### config.mk
export PLATFORM = sky130hd
export DESIGN_NAME = pcm_slot_serializer
export DESIGN_NICKNAME = d
export VERILOG_FILES = /design/src/rtl/pcm_hw_pkg.sv /design/src/rtl/pcm_edge_sync.sv /design/src/rtl/pcm_bit_counter.sv /design/src/rtl/pcm_tx_slot.sv /design/src/rtl/pcm_rx_slot.sv /design/src/rtl/pcm_slot_serializer.sv
export SDC_FILE = /design/constraint.sdc
export NUM_CORES = 1
export LEC_CHECK = 0
export ABC_AREA = 1
export CAP_MARGIN = 20
export CORE_MARGIN = 2
export CORE_UTILIZATION = 45
export CTS_BUF_LIST = sky130_fd_sc_hd__clkbuf_2
export DETAILED_ROUTE_END_ITERATION = 10
export HOLD_SLACK_MARGIN = 0.03
export PLACE_DENSITY = 0.8
export SYNTH_ARGS = -nofsm -noshare
export SYNTH_HDL_FRONTEND = slang
export SYNTH_SLANG_ARGS = --single-unit
### constraint.sdc
create_clock -name clk -period 4.07 [get_ports clk]
set_input_delay 0.407 -clock clk [delete_from_list [all_inputs] [get_ports clk]]
set_output_delay 0.407 -clock clk [all_outputs]
set_load 0.1 [all_outputs]
### src/rtl/pcm_hw_pkg.sv
package pcm_hw_pkg;
    localparam int START_W = 10;
    localparam int CNT_W   = 11;
    localparam int WORD_W  = 16;
    localparam int BYTE_W  = 8;

    typedef enum logic {
        FMT_BYTE   = 1'b0,
        FMT_LINEAR = 1'b1
    } word_fmt_e;

    typedef struct packed {
        logic rise;   // pclk rising edge seen this cycle
        logic fall;   // pclk falling edge seen this cycle
        logic frame;  // frame start on this rising edge
        logic line;   // synchronized drx level
    } pclk_ev_t;

    function automatic int slot_len(word_fmt_e f);
        return (f == FMT_LINEAR) ? WORD_W : BYTE_W;
    endfunction
endpackage

### src/rtl/pcm_edge_sync.sv
module pcm_edge_sync
    import pcm_hw_pkg::*;
(
    input  logic     clk,
    input  logic     rst,
    input  logic     pclk_in,
    input  logic     fsync_in,
    input  logic     drx_in,
    output pclk_ev_t ev
);
    logic p1, p2, f1, d1, fs_prev;

    always_ff @(posedge clk) begin
        if (rst) begin
            p1      <= 1'b0;
            p2      <= 1'b0;
            f1      <= 1'b0;
            d1      <= 1'b0;
            fs_prev <= 1'b0;
        end else begin
            p1 <= pclk_in;
            p2 <= p1;
            f1 <= fsync_in;
            d1 <= drx_in;
            if (p1 && !p2)
                fs_prev <= f1;
        end
    end

    always_comb begin
        ev.rise  = p1 && !p2;
        ev.fall  = !p1 && p2;
        ev.frame = p1 && !p2 && f1 && !fs_prev;
        ev.line  = d1;
    end
endmodule

### src/rtl/pcm_bit_counter.sv
module pcm_bit_counter
    import pcm_hw_pkg::*;
#(
    parameter int CW = CNT_W
) (
    input  logic          clk,
    input  logic          rst,
    input  pclk_ev_t      ev,
    output logic [CW-1:0] cnt,
    output logic [CW-1:0] cnt_next,
    output logic          framed,
    output logic          framed_next
);
    localparam logic [CW-1:0] CNT_MAX = '1;

    always_comb begin
        if (ev.frame)
            cnt_next = '0;
        else if (cnt == CNT_MAX)
            cnt_next = cnt;
        else
            cnt_next = cnt + 1'b1;
        framed_next = framed || ev.frame;
    end

    always_ff @(posedge clk) begin
        if (rst) begin
            cnt    <= CNT_MAX;
            framed <= 1'b0;
        end else if (ev.rise) begin
            cnt    <= cnt_next;
            framed <= framed_next;
        end
    end


    frame_zero_chk: assert property (@(posedge clk) disable iff (rst)
        ev.frame |=> (cnt == '0 && framed));
endmodule

### src/rtl/pcm_tx_slot.sv
module pcm_tx_slot
    import pcm_hw_pkg::*;
#(
    parameter int CW = CNT_W,
    parameter int SW = START_W,
    parameter int WW = WORD_W
) (
    input  logic          clk,
    input  logic          rst,
    input  logic          en,
    input  word_fmt_e     fmt,
    input  logic [SW-1:0] start,
    input  logic [WW-1:0] word,
    input  logic          rise,
    input  logic [CW-1:0] cnt_next,
    input  logic          framed_next,
    output logic          dtx_data,
    output logic          dtx_oe
);
    localparam int IW = $clog2(WW);
    localparam int KW = IW + 1;

    logic [KW-1:0] len;
    logic [CW-1:0] s_ext, off;
    logic [KW-1:0] k, idx;
    logic          hit;
    logic [WW-1:0] hold;

    always_comb begin
        len   = KW'(slot_len(fmt));
        s_ext = CW'(start);
        off   = cnt_next - s_ext;
        hit   = framed_next && (cnt_next >= s_ext) && (off < CW'(len));
        k     = off[KW-1:0];
        idx   = len - 1'b1 - k;
    end

    always_ff @(posedge clk) begin
        if (rst) begin
            dtx_oe   <= 1'b0;
            dtx_data <= 1'b0;
            hold     <= '0;
        end else if (!en) begin
            dtx_oe   <= 1'b0;
            dtx_data <= 1'b0;
        end else if (rise) begin
            if (hit) begin
                dtx_oe <= 1'b1;
                if (k == '0) begin
                    hold     <= word;
                    dtx_data <= word[idx[IW-1:0]];
                end else begin
                    dtx_data <= hold[idx[IW-1:0]];
                end
            end else begin
                dtx_oe   <= 1'b0;
                dtx_data <= 1'b0;
            end
        end
    end


    oe_gate_chk: assert property (@(posedge clk) disable iff (rst)
        !en |=> !dtx_oe);


    dtx_step_chk: assert property (@(posedge clk) disable iff (rst)
        (!rise && en) |=> ($stable(dtx_data) && $stable(dtx_oe)));
endmodule

### src/rtl/pcm_rx_slot.sv
module pcm_rx_slot
    import pcm_hw_pkg::*;
#(
    parameter int CW = CNT_W,
    parameter int SW = START_W,
    parameter int WW = WORD_W
) (
    input  logic          clk,
    input  logic          rst,
    input  logic          en,
    input  word_fmt_e     fmt,
    input  logic [SW-1:0] start,
    input  logic          fall,
    input  logic          line,
    input  logic [CW-1:0] cnt,
    input  logic          framed,
    output logic [WW-1:0] rx_word,
    output logic          rx_valid
);
    localparam int KW = $clog2(WW) + 1;
    localparam logic [WW-1:0] BYTE_MASK = WW'({BYTE_W{1'b1}});

    logic [KW-1:0] len;
    logic [CW-1:0] s_ext, off;
    logic          hit, last;
    logic [WW-1:0] shreg, assembled;

    always_comb begin
        len       = KW'(slot_len(fmt));
        s_ext     = CW'(start);
        off       = cnt - s_ext;
        hit       = framed && (cnt >= s_ext) && (off < CW'(len));
        last      = (off[KW-1:0] == len - 1'b1);
        assembled = {shreg[WW-2:0], line};
    end

    always_ff @(posedge clk) begin
        if (rst) begin
            shreg    <= '0;
            rx_word  <= '0;
            rx_valid <= 1'b0;
        end else begin
            rx_valid <= 1'b0;
            if (en && fall && hit) begin
                shreg <= assembled;
                if (last) begin
                    rx_word  <= (fmt == FMT_LINEAR) ? assembled : (assembled & BYTE_MASK);
                    rx_valid <= 1'b1;
                end
            end
        end
    end


    rx_pulse_chk: assert property (@(posedge clk) disable iff (rst)
        rx_valid |=> !rx_valid);


    rx_en_chk: assert property (@(posedge clk) disable iff (rst)
        rx_valid |-> $past(en));
endmodule

### src/rtl/pcm_slot_serializer.sv
module pcm_slot_serializer
    import pcm_hw_pkg::*;
(
    input  logic        clk,
    input  logic        rst,
    input  logic        pcm_en,
    input  logic        linear_mode,
    input  logic [7:0]  tx_start_lo,
    input  logic [1:0]  tx_start_hi,
    input  logic [7:0]  rx_start_lo,
    input  logic [1:0]  rx_start_hi,
    input  logic [15:0] tx_word,
    input  logic        pclk,
    input  logic        fsync,
    input  logic        drx,
    output logic        dtx,
    output logic        dtx_oe,
    output logic [15:0] rx_word,
    output logic        rx_valid
);
    pclk_ev_t            ev;
    logic [CNT_W-1:0]    cnt, cnt_next;
    logic                framed, framed_next;
    word_fmt_e           fmt;
    logic [START_W-1:0]  tx_start, rx_start;

    assign fmt      = linear_mode ? FMT_LINEAR : FMT_BYTE;
    assign tx_start = {tx_start_hi, tx_start_lo};
    assign rx_start = {rx_start_hi, rx_start_lo};

    pcm_edge_sync u_sync (
        .clk(clk), .rst(rst), .pclk_in(pclk), .fsync_in(fsync),
        .drx_in(drx), .ev(ev)
    );

    pcm_bit_counter #(.CW(CNT_W)) u_cnt (
        .clk(clk), .rst(rst), .ev(ev), .cnt(cnt), .cnt_next(cnt_next),
        .framed(framed), .framed_next(framed_next)
    );

    pcm_tx_slot #(.CW(CNT_W), .SW(START_W), .WW(WORD_W)) u_tx (
        .clk(clk), .rst(rst), .en(pcm_en), .fmt(fmt), .start(tx_start),
        .word(tx_word), .rise(ev.rise), .cnt_next(cnt_next),
        .framed_next(framed_next), .dtx_data(dtx), .dtx_oe(dtx_oe)
    );

    pcm_rx_slot #(.CW(CNT_W), .SW(START_W), .WW(WORD_W)) u_rx (
        .clk(clk), .rst(rst), .en(pcm_en), .fmt(fmt), .start(rx_start),
        .fall(ev.fall), .line(ev.line), .cnt(cnt), .framed(framed),
        .rx_word(rx_word), .rx_valid(rx_valid)
    );


    no_frame_chk: assert property (@(posedge clk) disable iff (rst)
        !framed |-> !dtx_oe);
endmodule

* Yosys cells after proc, flatten, opt, wreduce, memory -nomap -nowiden
Cells that the tools add are included.
Word-level totals: bits in registers 67, output and inout bits 19, logic and storage cells 59
Operators by class: equal/unequal tests 2, bitwise operators 2, muxes and demuxes 13, add/sub/neg operators 5, $lt $le $gt $ge 5, reductions and logical operators 19
Operator list (number):
- $ge 11x10->1 | 2
- $lt 11x5->1 | 2
- $mux 11 | 2
- $sub 11x10->11 | 2
- $mux 16 | 1
- $add 11x1->11 const B | 1
- $eq 11x11->1 const B | 1
- $logic_and 1x1->1 | 10
- $bmux 1 s4 | 2
- $mux 1 | 7
- $eq 5x5->1 | 1
- $logic_not 5->1 | 1
- $lt 4x5->1 const B | 1
- $mux 5 | 1
- $sub 5x1->5 const B | 1
- $reduce_and 4->1 | 1
- $reduce_or 2->1 | 2
- $sub 4x4->4 | 1
- $logic_not 1->1 | 3
- $not 1->1 | 2
- $reduce_and 2->1 | 1
- $logic_or 1x1->1 | 1

* Logic depth before layout (Yosys ltp)
Gate-level depths: netlist (run 1).
word-level depth 11, gate-level depth with buffers 28, mapped depth without buffers 27

* Modules after synthesis
Synthesis (run 1) repeated with hierarchy kept, for this count alone.
Unflattened totals: cells, all modules 766, area total of the unflattened synthesis 4879.7 um^2
By module, submodules not included:
- pcm_rx_slot | cells an instance 295, area an instance 1994.4 um^2, times used 1
- pcm_tx_slot | cells an instance 319, area an instance 1858.0 um^2, times used 1
- pcm_bit_counter | cells an instance 130, area an instance 848.3 um^2, times used 1
- pcm_edge_sync | cells an instance 22, area an instance 178.9 um^2, times used 1

* Worst setup path after synthesis (run 1)
No wires, ideal clock.
path kind reg-to-reg, start point reg u_cnt.cnt[0], end point reg u_tx.hold[10], required time 3.957 ns, data arrival time 3.661 ns, period minus slack after synthesis 3.774 ns, setup slack 0.296 ns, cell stages (with the launch flop) 28, cell sequence dfxtp_1 ha_1 inv_1 nor3_2 nand4_1 nor2_1 a21oi_1 o21ai_0 ha_1 inv_1 fa_1 nand2_1 nand3_1 nand2_1 xor2_1 inv_1 ha_1 inv_1 o21ai_1 nor2_1 nand2_1 nor2_1 nand3_1 nor2_2 nand3_2 buf_2 nor2_1 nor2_1
Between the ends: longest elaborated chain between the ends 7, elaborated cells between the ends (all ways) 11, those cells by class add/sub: 2; order compare: 2; eq/ne: 1; mux: 2; reduce/logical: 4
Ends and longest elaborated chain:
- from (decl) | line pcm_bit_counter.sv:9 | output logic [CW-1:0] cnt,
- from (signal assigned) | line pcm_bit_counter.sv:31 | cnt <= cnt_next;
- $add 11x1->11 or $eq 11x11->1 (tied branches) | line pcm_bit_counter.sv:22, pcm_bit_counter.sv:19
- $mux 11 (*) | line pcm_bit_counter.sv:19 | else if (cnt == CNT_MAX)
- $mux 11 (*) | line pcm_bit_counter.sv:17 | if (ev.frame)
- $sub 11x10->11 or $ge 11x10->1 (tied branches) | line pcm_tx_slot.sv:32, pcm_tx_slot.sv:33
- $lt 11x5->1 or $logic_and 1x1->1 (tied branches) | line pcm_tx_slot.sv:33 | hit = framed_next && (cnt_next >= s_ext) && (off < CW'(len));
- $logic_and 1x1->1 | line pcm_tx_slot.sv:33
- $reduce_and 4->1 (no source line) (*)
- to (signal assigned) | line pcm_tx_slot.sv:50 | hold <= word;
- to (decl) | line pcm_tx_slot.sv:27 | logic [WW-1:0] hold;
Every way passes the cells marked *; elsewhere a longest branch is shown, timed or not. A chain may end at the register's enable or synchronous reset.

* Worst setup path after layout (run 1)
start point reg u_cnt.cnt[0], end point reg u_tx.hold[13]
Same word-level chain as after synthesis.

==> results of run 1 <==
-- report_power, final --
part	internal (mW)	switching (mW)
Sequential	0.669	0.0152
Clock	0.153	0.273
Combinational	0.318	0.496
-- cells in the mapped netlist --
cell,instances
fa_1,2
or3_1,1
dfxtp_1,67
o22ai_1,2
buf_6,3
nand3_2,1
buf_2,5
nand3_1,44
inv_4,1
xnor2_1,2
nand4_2,1
nor2_1,76
ha_1,25
nand2_1,199
nor4_1,1
clkbuf_1,10
a31oi_1,1
buf_1,1
nor2_4,2
a21boi_0,1
o211ai_1,5
nand4_1,8
nor3_2,2
nor2_2,4
xor2_1,7
o21ai_2,1
a21oi_1,59
nor3_1,9
o21bai_1,2
o21ai_1,1
inv_1,123
and2_1,1
or2_2,2
o21ai_0,27
inv_2,5
-- cells in the final DEF (no fill, tap or decap), types with 2 or more instances in the layout --
master           count
inv_2                8
clkbuf_16            2
nand2_4              2
clkdlybuf4s50_1     61
nand3_1             43
nand4_1              8
o21bai_1             2
buf_4               16
o21ai_1              2
o22ai_1              2
inv_1              119
nor2_4               3
inv_4                2
a21oi_2              2
dfxtp_1             65
ha_1                22
o21ai_0             26
or2_2                2
xnor2_1              2
o211ai_1             5
nand2_1            189
nor3_1               9
xor2_1               6
nand2_2              8
nor2_1              73
clkinv_4             2
nand3_4              2
ha_4                 2
a21oi_1             57
clkbuf_2             9
inv_6                2
nor2_2               6
-- sequential cells by signal, summed over array words and instances (netlist names), 11 cells and up --
signal,count
u_cnt.cnt,11
u_tx.hold,16
u_rx.rx_word,16
u_rx.shreg,15
-- worst register-to-register path, delay by kind of cell, from the launching register on --
family | cells | cell delay, ns
adders and majority gates | 4 | 0.92
DFF | 1 | 0.42
xor gates and xnor gates | 1 | 0.19
buffers and inverters | 4 | 0.37
and+or+nand+nor | 16 | 1.76
AOI/OAI and AO/OA | 3 | 0.28
-- path summary, 6_finish.rpt --
kind,slack [ns],depth (start not counted),end,start
min reg2reg,0.48,2,u_rx.rx_word[4],u_rx.shreg[3]
max,0.06,28,u_tx.hold[13],u_cnt.cnt[0]
min,0.40,3,u_sync.d1,drx
max reg2reg,0.06,28,u_tx.hold[13],u_cnt.cnt[0]
-- cells by family (layout without fill, tap and decap cells) --
| logic type | Yosys count | after routing | synth area share |
|---|---|---|---|
| xor+xnor | 9 | 9 | 0.0181 |
| buf+inv | 148 | 225 | 0.135 |
| simple gates | 351 | 351 | 0.338 |
| flops | 67 | 67 | 0.308 |
| fa+ha+maj | 27 | 27 | 0.0811 |
| compound gates | 99 | 99 | 0.120 |
-- cell type report --
class / count / area [um^2] / area share
Inverter: 129 / 489 / 0.0895
Sequential cell: 67 / 1350 / 0.246
Multi-Input combinational cell: 486 / 2540 / 0.465
Clock inverter: 7 / 83.8 / 0.0153
Timing Repair Buffer: 80 / 801 / 0.146
Tap cell: 129 / 161 / 0.0295
Clock buffer: 9 / 45.0 / 0.00824
-- what timing repair did --
action                     4_1_cts  5_1_grt
setup endpoints to repair        2       18
resized for setup                1       36
cloned                           0        2
hold endpoints to repair         0        0
buffers inserted                 0        6
pin swaps                        0       15
-- layer usage --
metal  wire length [um]  vias up  track usage
met5                  0        -            0
met4                343        0       0.0800
met3                861       39       0.0575
met2               5330      184        0.343
met1               4750     2001        0.256
li1                   -     2338            -
-- through the flow --
| step | util | setup WS [ns] | power [mW] | std cells | TNS [ns] |
|---|---|---|---|---|---|
| after floorplan | - | 0.296 | 1.21 | 701 | 0 |
| after global placement | 0.549 | 0.252 | 1.38 | 883 | 0 |
| after detailed placement | 0.549 | 0.0328 | 1.40 | 883 | 0 |
| after CTS | 0.563 | 0.0614 | 1.83 | 899 | 0 |
| after global routing | 0.586 | -0.212 | 2.06 | 907 | -2.90 |
| final | 0.586 | 0.0614 | 1.92 | 907 | 0 |
==> run_results.csv, run 1 <==
group,metric,value,unit
status,status,"completed",
timing,hold_slack,0.397,ns
timing,fmax,0.249,GHz
global_routing,grt_max_degree,33,
cts,cts_buffers,9,
timing,rsz0062_at_grt,"true",
logic_synthesis,netlist_instances,701,
worst_setup_path,cp_top_family,"simple AND/OR/NAND/NOR gates",
timing,worst_pin_slew,1.00,ns
power,power.density,352,nW/um^2
job,drv_cap,0,
timing,period_minus_slack,4.01,ns
worst_setup_path,path_class,"reg2reg",
route,avgRoutedWirePerCell,12.4,um
worst_setup_path,cp.arrival,4.46,ns
worst_setup_path,path_max_fanout,16,
cells_and_area,syn2layout_area_growth,25.7,%
floorplanning,rows,35,
timing,setup_viol,0,
logic_synthesis,syn_avg_cell_area,6.21,um^2
logic_synthesis,yosysTopAreaCellShare,0.308,
floorplanning,die_w,102,um
placed_design,numPortBuffers,61,
worst_setup_path,cp_num_buf_inv,4,
floorplanning,core_area,9330,um^2
global_routing,grt_pass1_wl,17400,um
cells_and_area,antennaDiodeCount,0,
route,drcViolationCount,0,
route,vias,4562,
logic_synthesis,ys_seq_area_frac,0.308,
cts,hold_buffers,0,
floorplanning,dieHeight,102,um
global_routing,grt_pass1_vias,4141,
cts,cts_tree,"done",
worst_setup_path,crit_top_cell,"nor2_1",
route,ant_nets,0,
global_routing,track_usage,0.207,
cts,cts.clk_slew.worst_paths,0.23,ns
global_routing,grt.overflow.total,0,
floorplanning,pin_count,62,
logic_synthesis,syn_nets,771,
floorplanning,die-area,10500,um^2
cts,clkLatencyLatePin,0.52,ns
timing,fin_skew,0.0297,ns
cells_and_area,final_nets,843,
power,peakVddDrop,0.224,mV
worst_setup_path,slowest_stage,"dfxtp_4",
timing,hold_violations,0,
worst_setup_path,critPathLaunchType,"flip-flop",
cts,cts_htree_levels,3,
worst_setup_path,worst_setup_path_end_kind,"flip-flop",
logic_synthesis,syn-cell-area,4350,um^2
route,initialDrtViolationCount,357,
cts,clock_path_buffers,2,
placed_design,dp_hpwl,8160,um
power,leakage,2.74,nW
route,first_pass_iters,5,
cells_and_area,final_area,5470,um^2
placed_design,gp_congestion,0.954,
hold_path,hold_path.class,"in2reg",
floorplanning,start_util,0.467,
logic_synthesis,synth_cell_type_count,35,
logic_synthesis,synth_top_area_cell,"dfxtp_1",
worst_setup_path,critPathMaxStageDelay,0.42,ns
logic_synthesis,yosysWarnings,0,
cts,cts-root-buf,"clkbuf_2",
cts,clock-sinks,67,
logic_synthesis,ys_seq_elements,67,
logic_synthesis,ys_top_cells_by_area,"dfxtp_1 31%, nand2_1 17%, inv_1 11%",
global_routing,grt_antenna_before_repair,0,
cells_and_area,drive_gt1_frac,0.104,
placed_design,placed_area,5120,um^2
timing,drv_slew,0,
route,viasPerCell,5.03,
worst_setup_path,crit_required,4.53,ns
cells_and_area,fillers,858,
route,routed_wl,11300,um
timing,period_share,0.985,
timing,max-slew-margin-rel,0.331,
Power figures use the tool's default switching activity.
==> inputs of run 2 (changes only) <==
--- a/config.mk
+++ b/config.mk
@@ -7,12 +7,13 @@
 export LEC_CHECK = 0
 export ABC_AREA = 1
 export CAP_MARGIN = 20
-export CORE_MARGIN = 2
 export CORE_UTILIZATION = 45
 export CTS_BUF_LIST = sky130_fd_sc_hd__clkbuf_2
+export CTS_CLUSTER_DIAMETER = 100
 export DETAILED_ROUTE_END_ITERATION = 10
 export HOLD_SLACK_MARGIN = 0.03
 export PLACE_DENSITY = 0.8
+export SKIP_LAST_GASP = 1
 export SYNTH_ARGS = -nofsm -noshare
 export SYNTH_HDL_FRONTEND = slang
 export SYNTH_SLANG_ARGS = --single-unit
==> run 2 against run 1 <==
  * The flow now finishes with violations (negative setup slack)
  * Via count is 0.15% lower
  * Clock-buffer cell count stayed put
  * Fmax is 2.1% lower
  * Routed wire length is 2.2% lower
  * Global-route usage is 0.90 points higher
  * First-iteration DRC count is 49% lower
  * Non-clock buffer count is 1 higher
  * Power is 3.1% lower
  * Largest cell class unchanged
  * Highest routed layer unchanged
==> run_results.csv, run 2 (synthesis results as in run 1) <==
group,metric,value,unit
global_routing,grt.overflow.total,0,
route,vias,4555,
route,viasPerCell,5.02,
global_routing,grt_pass1_wl,17600,um
placed_design,numPortBuffers,61,
route,routed_wl,11000,um
cts,cts_buffers,9,
placed_design,placed_area,5120,um^2
floorplanning,rows,35,
worst_setup_path,path_max_fanout,16,
worst_setup_path,cp_num_buf_inv,5,
timing,setup_viol,2,
route,ant_nets,0,
cells_and_area,most-common-layout-cells,"197 x nand2_1, 121 x inv_1, 68 x nor2_1",
floorplanning,die_w,100,um
route,drcViolationCount,0,
worst_setup_path,cp.arrival,4.48,ns
cells_and_area,antennaDiodeCount,0,
timing,drv_slew,0,
timing,rsz0062_at_grt,"true",
timing,hold_violations,0,
cells_and_area,final_nets,844,
status,status,"finished with violations",
cells_and_area,utilization,0.587,
cells_and_area,final_area,5450,um^2
floorplanning,pin_count,62,
worst_setup_path,critPathLaunchType,"flip-flop",
global_routing,grt_antenna_before_repair,0,
floorplanning,dieHeight,100,um
timing,hold_slack,0.418,ns
cells_and_area,fillers,880,
timing,period_minus_slack,4.09,ns
route,first_pass_iters,5,
floorplanning,core_area,9280,um^2
global_routing,track_usage,0.216,
cells_and_area,reg_top3,"u_rx.rx_word x16, u_tx.hold x16, u_rx.shreg x15",
job,drv_cap,0,
power,peakVddDrop,0.172,mV
hold_path,hold_path.class,"in2reg",
route,avgRoutedWirePerCell,12.2,um
global_routing,grt_max_degree,33,
cts,cts_tree,"done",
placed_design,dp_hpwl,8110,um
cts,cts.clk_slew.worst_paths,0.20,ns
power,leakage,2.74,nW
route,initialDrtViolationCount,181,
timing,fin_ws,-0.0232,ns
floorplanning,start_util,0.469,
cts,clock_path_buffers,2,
cts,clkLatencyLatePin,0.49,ns
placed_design,gp_congestion,0.950,
cts,clock-sinks,67,
cells_and_area,syn2layout_area_growth,25.1,%
timing,period_share,1.01,
timing,fin_skew,0.0185,ns
cells_and_area,final_common_cell,"nand2_1",
global_routing,grt_pass1_vias,4163,
worst_setup_path,worst_setup_path_end_kind,"flip-flop",
status,violations,"negative setup slack",
worst_setup_path,path_class,"reg2reg",
worst_setup_path,cp_top_family,"simple AND/OR/NAND/NOR gates",
timing,fmax,0.244,GHz
worst_setup_path,crit_top_cell,"nor2_1",
timing,worst_pin_slew,0.984,ns
floorplanning,die-area,10100,um^2
worst_setup_path,critPathMaxStageDelay,0.43,ns
cts,cts_htree_levels,3,
cts,cts-root-buf,"clkbuf_2",
cells_and_area,drive_gt1_frac,0.104,
timing,max-slew-margin-rel,0.342,
power,power.density,342,nW/um^2
worst_setup_path,crit_required,4.46,ns
power,p_total,1.86,mW
worst_setup_path,slowest_stage,"dfxtp_4",
run 2: changes by cell type in the layout (fill, tap and decap cells not counted), sizes merged:
cell      previous run  this run
clkinvlp             1         2
clkinv               2         3
inv                132       130
buf                 17        18
run 2: report_power, final:
| part | internal (mW) | switching [mW] | leakage, nW |
|---|---|---|---|
| sequential | 0.669 | 0.0167 | 0.542 |
| combinational | 0.301 | 0.475 | 2.13 |
| clock | 0.145 | 0.257 | 0.0685 |
| total | 1.11 | 0.749 | 2.74 |
run 2: worst register-to-register path: cells and delay by family (launching register included):
kind / cells / cell delay (ns)
buffers and inverters: 5 / 0.43
XOR/XNOR: 1 / 0.24
AND/OR/NAND/NOR: 14 / 1.62
AO/OA/AOI/OAI: 3 / 0.20
adder cells (fa/ha/maj): 4 / 1.07
flip-flops: 1 / 0.43
run 2: layout make-up:
| class | count | area [um^2] | area share |
|---|---|---|---|
| sequential | 67 | 1350 | 0.248 |
| multi-input combinational | 486 | 2520 | 0.462 |
| inverter | 129 | 489 | 0.0898 |
| tap | 129 | 161 | 0.0296 |
| timing repair buffer | 81 | 808 | 0.148 |
| clock inverter | 7 | 76.3 | 0.0140 |
| clock buffer | 9 | 45.0 | 0.00827 |
run 2: final timing paths:
| kind | depth (start not counted) | from | end | slack (ns) |
|---|---|---|---|---|
| max | 27 | u_cnt.cnt[0] | u_tx.hold[2] | -0.02 |
| min | 3 | drx | u_sync.d1 | 0.42 |
| max reg2reg | 27 | u_cnt.cnt[0] | u_tx.hold[2] | -0.02 |
| min reg2reg | 2 | u_rx.shreg[2] | u_rx.shreg[3] | 0.47 |
run 2: timing repair:
action / CTS / global route
resized for setup: 2 / 31
buffers inserted: 0 / 7
hold buffers: 0 / 0
endpoints found under the setup margin: 16 / 18
gates cloned: 0 / 2
endpoints found under the hold margin: 0 / 0
pin swaps: 0 / 17
run 2: through the flow:
stage / TNS (ns) / instances / setup slack [ns]
finish: -0.0332 / 908 / -0.0232
global route: -3.88 / 908 / -0.234
CTS: 0 / 899 / 0.00307
detailed placement: -0.105 / 883 / -0.0328
global placement: 0 / 883 / 0.259
floorplan: 0 / 701 / 0.296
run 2: metal layers:
layer  up-vias  wire length (um)  part of all wire  track usage
met5         -                 0                 0            0
met4         0               273             0.025       0.0713
met3        29               645             0.058       0.0439
met2       154              5290              0.48        0.383
met1      2036              4820              0.44        0.260
li1       2336                 -                 -            -
